File: src/rtl/sci_steer_pkg.sv
package sci_steer_pkg;
    localparam int NUM_PINS   = 24;
    localparam int TGT_W      = $clog2(NUM_PINS);
    localparam int APIC_BASE  = 16;
    localparam int DATA_W     = 32;
    localparam int SRC_W      = 8;
    localparam int SEL_W      = 3;
    localparam int EN_BIT     = 7;

    typedef struct packed {
        logic             legal;
        logic [TGT_W-1:0] tgt;
    } sel_res_t;

    function automatic sel_res_t sel_decode(input logic [SEL_W-1:0] code);
        sel_res_t r;
        r.legal = 1'b1;
        case (code)
            3'b000:  r.tgt = TGT_W'(9);
            3'b001:  r.tgt = TGT_W'(10);
            3'b010:  r.tgt = TGT_W'(11);
            3'b100:  r.tgt = TGT_W'(20);
            3'b101:  r.tgt = TGT_W'(21);
            default: begin
                r.tgt   = '0;
                r.legal = 1'b0;
            end
        endcase
        return r;
    endfunction

    typedef struct packed {
        logic [TGT_W-1:0]  tgt;
        logic              valid;
        logic              en;
        logic [DATA_W-1:0] base;
        logic [DATA_W-1:0] pm_eff;
        logic              level;
        logic              blank;
        logic              apic;
    } steer_st_t;
endpackage

File: src/rtl/sci_code_decode.sv
module sci_code_decode
    import sci_steer_pkg::*;
(
    input  logic [SEL_W-1:0] code_i,
    output logic [TGT_W-1:0] tgt_o,
    output logic             legal_o
);
    sel_res_t res;

    always_comb begin
        res     = sel_decode(code_i);
        tgt_o   = res.tgt;
        legal_o = res.legal;
    end
endmodule

File: src/rtl/sci_pin_fanout.sv
module sci_pin_fanout
    import sci_steer_pkg::*;
(
    input  logic [TGT_W-1:0]    tgt_i,
    input  logic                on_i,
    output logic [NUM_PINS-1:0] pins_o
);
    for (genvar p = 0; p < NUM_PINS; p++) begin : g_pin
        assign pins_o[p] = on_i && (tgt_i == TGT_W'(p));
    end
endmodule

File: src/rtl/sci_steer.sv
module sci_steer
    import sci_steer_pkg::*;
#(
    parameter logic [DATA_W-1:0] PM_ADDR_MASK = 32'h0000_FF80,
    parameter logic [7:0]        CTRL_RST     = 8'h07,
    parameter logic [DATA_W-1:0] PMBASE_RST   = 32'h0000_0001
) (
    input  logic                clk,
    input  logic                rst_n,
    input  logic [SRC_W-1:0]    sci_src_i,
    input  logic                wr_en_i,
    input  logic                wr_sel_i,
    input  logic [DATA_W-1:0]   wr_data_i,
    output logic [TGT_W-1:0]    sci_tgt_o,
    output logic                sci_tgt_valid_o,
    output logic                apic_side_o,
    output logic [DATA_W-1:0]   pm_base_o,
    output logic [NUM_PINS-1:0] sci_pin_o
);
    localparam sel_res_t RST_SEL = sel_decode(CTRL_RST[SEL_W-1:0]);

    steer_st_t           st_d, st_q;
    logic [NUM_PINS-1:0] pins_d, pins_q;
    logic [TGT_W-1:0]    dec_tgt;
    logic                dec_legal;
    logic                ctrl_wr, base_wr;

    assign ctrl_wr = wr_en_i && !wr_sel_i;
    assign base_wr = wr_en_i && wr_sel_i;

    sci_code_decode u_dec (
        .code_i  (wr_data_i[SEL_W-1:0]),
        .tgt_o   (dec_tgt),
        .legal_o (dec_legal)
    );

    always_comb begin
        st_d       = st_q;
        st_d.level = |sci_src_i;
        st_d.blank = 1'b0;
        if (ctrl_wr) begin
            st_d.en = wr_data_i[EN_BIT];
            if (dec_legal) begin
                // release a driven pin for one cycle before moving
                if ((|pins_q) && (dec_tgt != st_q.tgt)) begin
                    st_d.blank = 1'b1;
                end
                st_d.tgt   = dec_tgt;
                st_d.valid = 1'b1;
            end
        end
        if (base_wr) begin
            st_d.base = wr_data_i;
        end
        st_d.pm_eff = st_d.en ? (st_d.base & PM_ADDR_MASK) : '0;
        st_d.apic   = st_d.valid && (st_d.tgt >= TGT_W'(APIC_BASE));
    end

    sci_pin_fanout u_fan (
        .tgt_i  (st_d.tgt),
        .on_i   (st_d.level && st_d.valid && !st_d.blank),
        .pins_o (pins_d)
    );

    always_ff @(posedge clk) begin
        if (!rst_n) begin
            st_q.tgt    <= RST_SEL.tgt;
            st_q.valid  <= RST_SEL.legal;
            st_q.en     <= CTRL_RST[EN_BIT];
            st_q.base   <= PMBASE_RST;
            st_q.pm_eff <= CTRL_RST[EN_BIT] ? (PMBASE_RST & PM_ADDR_MASK) : '0;
            st_q.level  <= 1'b0;
            st_q.blank  <= 1'b0;
            st_q.apic   <= RST_SEL.legal && (RST_SEL.tgt >= TGT_W'(APIC_BASE));
            pins_q      <= '0;
        end else begin
            st_q   <= st_d;
            pins_q <= pins_d;
        end
    end

    assign sci_tgt_o       = st_q.tgt;
    assign sci_tgt_valid_o = st_q.valid;
    assign apic_side_o     = st_q.apic;
    assign pm_base_o       = st_q.pm_eff;
    assign sci_pin_o       = pins_q;


    pin_onehot_chk: assert property (@(posedge clk) disable iff (!rst_n)
        $onehot0(sci_pin_o));


    no_direct_hop_chk: assert property (@(posedge clk) disable iff (!rst_n)
        (sci_pin_o != '0) |=> (sci_pin_o == '0) || (sci_pin_o == $past(sci_pin_o)));


    reserved_keep_chk: assert property (@(posedge clk) disable iff (!rst_n)
        (ctrl_wr && !dec_legal) |=> $stable(sci_tgt_o) && $stable(sci_tgt_valid_o));


    pm_mask_chk: assert property (@(posedge clk) disable iff (!rst_n)
        (pm_base_o & ~PM_ADDR_MASK) == '0);


    invalid_quiet_chk: assert property (@(posedge clk) disable iff (!rst_n)
        !sci_tgt_valid_o |-> (sci_pin_o == '0));


    apic_side_chk: assert property (@(posedge clk) disable iff (!rst_n)
        apic_side_o |-> sci_tgt_valid_o && (sci_tgt_o >= TGT_W'(APIC_BASE)));


    steady_level_chk: assert property (@(posedge clk) disable iff (!rst_n)
        (!wr_en_i && !st_q.blank && ((|sci_src_i) == st_q.level)) |=> $stable(sci_pin_o));
endmodule

File: config.mk
export PLATFORM = sky130hd
export DESIGN_NAME = sci_steer
export DESIGN_NICKNAME = d
export VERILOG_FILES = /design/src/rtl/sci_steer_pkg.sv /design/src/rtl/sci_code_decode.sv /design/src/rtl/sci_pin_fanout.sv /design/src/rtl/sci_steer.sv
export SDC_FILE = /design/constraint.sdc
export NUM_CORES = 1
export LEC_CHECK = 0
export ABC_AREA = 1
export ABC_CLOCK_PERIOD_IN_PS = 1400
export CAP_MARGIN = 0
export CELL_PAD_IN_SITES_DETAIL_PLACEMENT = 0
export CELL_PAD_IN_SITES_GLOBAL_PLACEMENT = 2
export CORE_MARGIN = 1.5
export CORE_UTILIZATION = 21
export DETAILED_ROUTE_END_ITERATION = 10
export GPL_ROUTABILITY_DRIVEN = 0
export GPL_TIMING_DRIVEN = 0
export PLACE_DENSITY_LB_ADDON = 0.1
export RECOVER_POWER = 100
export SYNTH_ARGS = -nofsm -noshare
export SYNTH_HDL_FRONTEND = slang
export SYNTH_SLANG_ARGS = --single-unit
export TNS_END_PERCENT = 10
File: constraint.sdc
create_clock -name clk -period 1.4 [get_ports clk]
set_input_delay 0.28 -clock clk [delete_from_list [all_inputs] [get_ports clk]]
set_output_delay 0.28 -clock clk [all_outputs]
set_load 0.01 [all_outputs]
==> impl_metrics.toml, run 1 <==
[detailed_routing]
firstDrtPassIters = 4
drc = 0
routedWlPerCell_um = 10.2
drtIter0Drc = 52
via_per_inst = 3.56
vias = 1789
drt-total-wl_um = 5120
antenna_left = 0

[logic_synthesis]
synth_most_common_cell = "nor2_1"
yosys_warnings = 0
ys_types = 19
synth_area_leader_cell = "dfxtp_1"
synthFlopType = "dfxtp_1"
synth-seq-cells = 50
synthCells = 265
netlist_area_um2 = 2080
avgSynthCellArea_um2 = 7.83
synth-edff-count = 0
synth_area_leaders = "dfxtp_1, buf_4, nor2_1, nand2_1, mux2i_1"
ys_seq_area_share_pct = 48.2
netlist.area_leader.share_pct = 48.2
synth-async-reset-ratio_pct = 0
synth_common_cells = "nor2_1, dfxtp_1, nand2_1"

[timing]
grt_setup_unrepaired = "true"
clock_skew_ps = 4.31
finalWorstSetupSlack_ps = 4.91
min_period_ps = 1400
slew_headroom_pct = 64.3
worst-slew-pin-transition_ps = 534
final_max_slew_viol_count = 0
final-setup-viol-count = 0
fmax_mhz = 717
hold_violations = 0
holdWs_ps = 494
tns_ps = 0
min_period_over_period_pct = 99.6

[final_layout]
multiInputGateArea_um2 = 990
area_growth_pct = 59.0
nNetsFinal = 412
antenna_cells = 0
filler_cell_count = 1080
seq_area_um2 = 1010
drive_gt1_share_pct = 36.0
stdcell_area_um2 = 3300

[clock_network]
clk_pin_slew_ps = 90
cts.sinks = 50
cts_tree = "yes"
ctsLongestPathBuffers = 2
h-tree-depth = 2
cts_buffers = 5
clk_latency_ps = 300
hold_buffers = 0
cts_root_buf = "clkbuf_8"

[global_route]
grt_usage_pct = 10.2
antenna_found_initial = 0
grt_max_degree = 15
overflow = 0
grt_pass1_vias = 1729
grt_pass1_wl_um = 8110

[pwr]
powerDensity_nw_per_um2 = 889
leakage_nw = 1.67
peakVddDrop_mv = 0.423
p_total_mw = 2.93

[placement]
dpl_cell_area_um2 = 2960
pre_cts_ws_ps = -699
hpwl_um = 3950
port_buffers = 63

[worst_hold_path]
min_from = "st_q[43]"
hold_end = "st_q[43]"
hold_path.class = "reg -> reg"
worstHoldPathCells = 2

[floorplanning]
io_pins = 107
dieArea_um2 = 10500
core_region_area_um2 = 9680
die_h_um = 102
die_w_um = 102
rows = 36
start_util_pct = 21.4

[setup_path]
worstSetupPathType = "in -> reg"
worst_ep_required_time_ps = 1640
timing.rr.start = "sci_tgt_o[4]"
cpPeakStageDelay_ps = 270
end_kind = "register"
crit_chain = "dlygate4sd2_1, nor2_4, buf_12, nand2_4, a21oi_4, nand2_2, nor2_2, nand3_2, nor2_1"
rr_endpoint = "sci_pin_o[4]"
crit_fanout = 4
rrSetupSlack_ps = 110
cp-start-kind = "input pin"
worst_r2r_path_depth = 9
cpMaxStageDelayCell = "dlygate4sd2_1"
crit_arrival_ps = 1630

[run]
max-cap-violations = 0

[outcome]
status = "finished, final reports clean"
-- how the worst max path moves through the flow --
stage | startpoint | cells after the start | endpoint
2_1_floorplan | wr_en_i | 8 | sci_pin_o[16]
3_3_place_gp | wr_en_i | 9 | sci_pin_o[19]
3_5_place_dp | wr_en_i | 9 | sci_pin_o[19]
4_1_cts | wr_data_i[2] | 10 | sci_pin_o[4]
5_1_grt | wr_sel_i | 9 | sci_pin_o[4]
6_report | wr_sel_i | 9 | sci_pin_o[4]
-- power breakdown --
group / switching, mW / internal, mW / leakage, nW / total [mW]
combinational: 0.250 / 0.225 / 1.21 / 0.475
clock: 0.458 / 0.535 / 0.0524 / 0.993
sequential: 0.0140 / 1.45 / 0.409 / 1.47
-- layout make-up --
type,instances,share of cell area [%]
Sequential cell,50,30.7
Multi-Input combinational cell,177,30.0
Timing Repair Buffer,74,19.8
Buffer,38,8.57
Tap cell,133,5.04
Inverter,22,2.62
Clock buffer,7,2.31
Clock inverter,1,0.910
-- per-stage QoR --
step           std cells  util, %
2_1_floorplan        287        -
3_3_place_gp         483     30.5
3_5_place_dp         483     30.5
4_1_cts              497     32.9
5_1_grt              502     34.1
6_report             502     34.1
-- critical path, delay by kind of cell --
family                 cells  cell delay (ps)
buffers and inverters      2              410
and+or+nand+nor            6              740
AOI/OAI and AO/OA          1              200
-- routing by layer --
layer / routed length (µm) / global-route usage, %
met2: 2330 / 16.7
met4: 73 / 3.48
met5: 0 / 0
met1: 2420 / 13.2
met3: 297 / 2.33
-- cells by family after synthesis --
| family | after synthesis | synth area share (%) |
|---|---|---|
| xor+xnor | 1 | 0.422 |
| buf+inv | 60 | 17.5 |
| flops | 50 | 48.2 |
| compound gates | 6 | 2.17 |
| simple gates | 138 | 27.1 |
| mux | 9 | 4.34 |
| other cells | 1 | 0.181 |
-- cells in the final DEF (no fill, tap or decap) --
cell type        count
dfxtp_2              5
nor3_4               1
mux2i_1              9
clkbuf_2             4
nor3_1               1
inv_1                9
clkbuf_8             5
nand2_1             33
dfxtp_4              2
nand3_2              5
clkdlybuf4s15_1      1
inv_2               12
nor4_2               2
xnor2_1              1
conb_1              23
buf_6                3
buf_4               57
buf_12               1
dlygate4sd2_1       28
dfxtp_1             43
nand2_2              7
nor2_2              11
nand3_4              2
clkinvlp_4           1
a21oi_2              1
nand3_1              7
nand2_4              3
bufinv_16            1
a21oi_4              3
o21ai_2              1
clkdlybuf4s50_1     18
o21ai_4              1
nor2_1              61
nor2_4               5
clkbuf_1             2
-- what timing repair did --
action                                  CTS  global route
hold endpoints to repair                  0             0
pin swaps                                10             6
gates resized for setup                  86            31
buffers inserted                          6             5
endpoints found under the setup margin   66            43
-- sequential cells by signal, indices dropped and copies added, names as in the netlist --
name and cells:
sci_pin_o 24, sci_tgt_o 5, sci_tgt_valid_o 1, pm_base_o 9, apic_side_o 1, st_q 10
Power figures use the tool's default switching activity.
==> inputs of run 2 (changes only) <==
--- a/config.mk
+++ b/config.mk
@@ -17,7 +17,9 @@
 export GPL_TIMING_DRIVEN = 0
 export PLACE_DENSITY_LB_ADDON = 0.1
 export RECOVER_POWER = 100
+export SETUP_SLACK_MARGIN = 0.05
 export SYNTH_ARGS = -nofsm -noshare
 export SYNTH_HDL_FRONTEND = slang
+export SYNTH_HIERARCHICAL = 1
 export SYNTH_SLANG_ARGS = --single-unit
 export TNS_END_PERCENT = 10
==> impl_metrics.toml, run 2 <==
[global_route]
grt_pass1_wl_um = 8940
grt_max_degree = 15
grt_pass1_vias = 1894
antenna_found_initial = 0
grt_usage_pct = 9.82
overflow = 0

[clock_network]
cts_buffers = 5
ctsLongestPathBuffers = 2
hold_buffers = 0
clk_latency_ps = 300
h-tree-depth = 2
cts_tree = "yes"
cts_root_buf = "clkbuf_8"
cts.sinks = 50
clk_pin_slew_ps = 90

[setup_path]
cp-start-kind = "register"
crit_chain = "nor2_2, nand2_1, nor2_2, nand3_2, nand3_2, nand2_2, inv_2, inv_2, nor2_4, nand2_4, nor2_1, nand2_1, inv_1"
cp-startpoint = "sci_pin_o[17]"
cpMaxStageDelayCell = "dfxtp_2"
rr_endpoint = "sci_pin_o[10]"
end_kind = "register"
crit_arrival_ps = 1860
crit_fanout = 4
worst_ep_required_time_ps = 1640
worst_r2r_path_depth = 13
cpPeakStageDelay_ps = 340
worstSetupPathType = "reg -> reg"
timing.rr.start = "sci_pin_o[17]"
rrSetupSlack_ps = -210

[floorplanning]
start_util_pct = 21.4
die_h_um = 108
dieArea_um2 = 11600
core_region_area_um2 = 10800
die_w_um = 108
rows = 38
io_pins = 107

[detailed_routing]
routedWlPerCell_um = 9.61
topRoutingLayerUsed = "met4"
drc = 0
routed-wl-met3_um = 315
vias = 1950
antenna_left = 0
drtIter0Drc = 34
via_per_inst = 3.52
dr_wl_met2_um = 2250
firstDrtPassIters = 4
wl_met1_um = 2690
drt-total-wl_um = 5330

[outcome]
violations = "setup timing"
status = "complete, but fails checks"

[final_layout]
layout_common_cells = "nor2_1, buf_4, nand2_1"
mostFrequentLayoutCell = "nor2_1"
nNetsFinal = 458
final_util_pct = 31.6
drive_gt1_share_pct = 31.4
largest_reg_flops = 24
stdcell_count = 554
area_growth_pct = 48.2
antenna_cells = 0

[worst_hold_path]
hold_path.class = "in -> reg"
hold_end = "sci_pin_o[8]"
min_from = "rst_n"
worstHoldPathCells = 3

[logic_synthesis]
synth_most_common_cell = "nor2_1"
synth_area_leaders = "dfxtp_1, buf_4, nor2_1, nand2_1, inv_1"
synthCells = 320
synth-async-reset-ratio_pct = 0
avgSynthCellArea_um2 = 7.20
ys_seq_area_share_pct = 43.4
netlist_area_um2 = 2300
synthFlopType = "dfxtp_1"
ys_types = 21
netlist.area_leader.share_pct = 43.4
synth-seq-cells = 50
synth_common_cells = "nor2_1, nand2_1, inv_1"
yosys_warnings = 6
synth-edff-count = 0
synth_area_leader_cell = "dfxtp_1"

[pwr]
leakage_nw = 1.94
p_total_mw = 2.97
peakVddDrop_mv = 0.526
powerDensity_nw_per_um2 = 869

[run]
max-cap-violations = 0

[timing]
final-setup-viol-count = 22
min_period_over_period_pct = 115
hold_violations = 0
min_period_ps = 1610
finalWorstSetupSlack_ps = -213
worst-slew-pin-transition_ps = 524
fmax_mhz = 620
grt_setup_unrepaired = "true"
final_max_slew_viol_count = 0
slew_headroom_pct = 65.1
clock_skew_ps = 11.1

[placement]
hpwl_um = 4080
port_buffers = 62
dp_cells = 544
==> run 2: kinds of logic (layout without fill, tap and decap cells) <==
logic type / after synthesis / after routing / synth area share [%]
XOR/XNOR: 1 / 1 / 0.380
AO/OA/AOI/OAI: 7 / 7 / 2.33
buffers and inverters: 98 / 170 / 22.6
other: 1 / 23 / 0.163
AND/OR/NAND/NOR: 154 / 154 / 27.2
multiplexers: 9 / 9 / 3.91
flip-flops: 50 / 50 / 43.4
==> run 2: critical path: cells and delay by family, from the launching register on <==
kind / cells / cell delay, ps
flip-flops: 1 / 340
buffers and inverters: 3 / 150
AND/OR/NAND/NOR: 10 / 1060
==> run 2: worst max-delay path by stage <==
stage,endpoint,slack (ps),cells past startpoint
detailed placement,sci_pin_o[12],-1060,17
CTS,sci_pin_o[14],-220,13
global route,sci_pin_o[11],-380,13
floorplan,sci_pin_o[12],-8,17
finish,sci_pin_o[10],-210,13
global placement,sci_pin_o[12],-1080,17
==> run 2: report_power, final <==
group | switching (mW) | total (mW) | internal [mW]
logic | 0.255 | 0.469 | 0.214
registers | 0.0132 | 1.47 | 1.45
clock network | 0.459 | 1.03 | 0.572
total | 0.727 | 2.97 | 2.24
==> run 2: final cells by class <==
class | count | area [µm²]
fill | 1198 | 7380
multi-input combinational | 194 | 1010
sequential | 50 | 1010
timing repair buffer | 65 | 559
buffer | 43 | 313
inverter | 55 | 229
tap | 140 | 175
clock buffer | 6 | 82.6
clock inverter | 1 | 30.0
==> run 2: timing repair <==
| item | 4_1_cts | 5_1_grt |
|---|---|---|
| gates resized for setup | 83 | 18 |
| pin swaps | 15 | 10 |
| setup endpoints to repair | 80 | 24 |
| setup buffers | 2 | 1 |
==> run 2: routing by layer <==
metal | track usage [%] | up-vias
li1 | - | 1055
met1 | 13.1 | 834
met2 | 15.4 | 56
met3 | 2.18 | 5
met4 | 3.57 | 0
met5 | 0 | -
==> run 2: metrics by stage <==
| stage | hold WS (ps) | cell area (µm²) | TNS (ps) | worst slack [ps] |
|---|---|---|---|---|
| finish | 294 | 3420 | -3080 | -213 |
| floorplan | 444 | 2450 | -8.44 | -8.44 |
| detailed placement | 485 | 3240 | -31160 | -1060 |
| global route | 308 | 3420 | -7250 | -376 |
| global placement | 472 | 3240 | -31280 | -1080 |
| CTS | 291 | 3370 | -3830 | -222 |
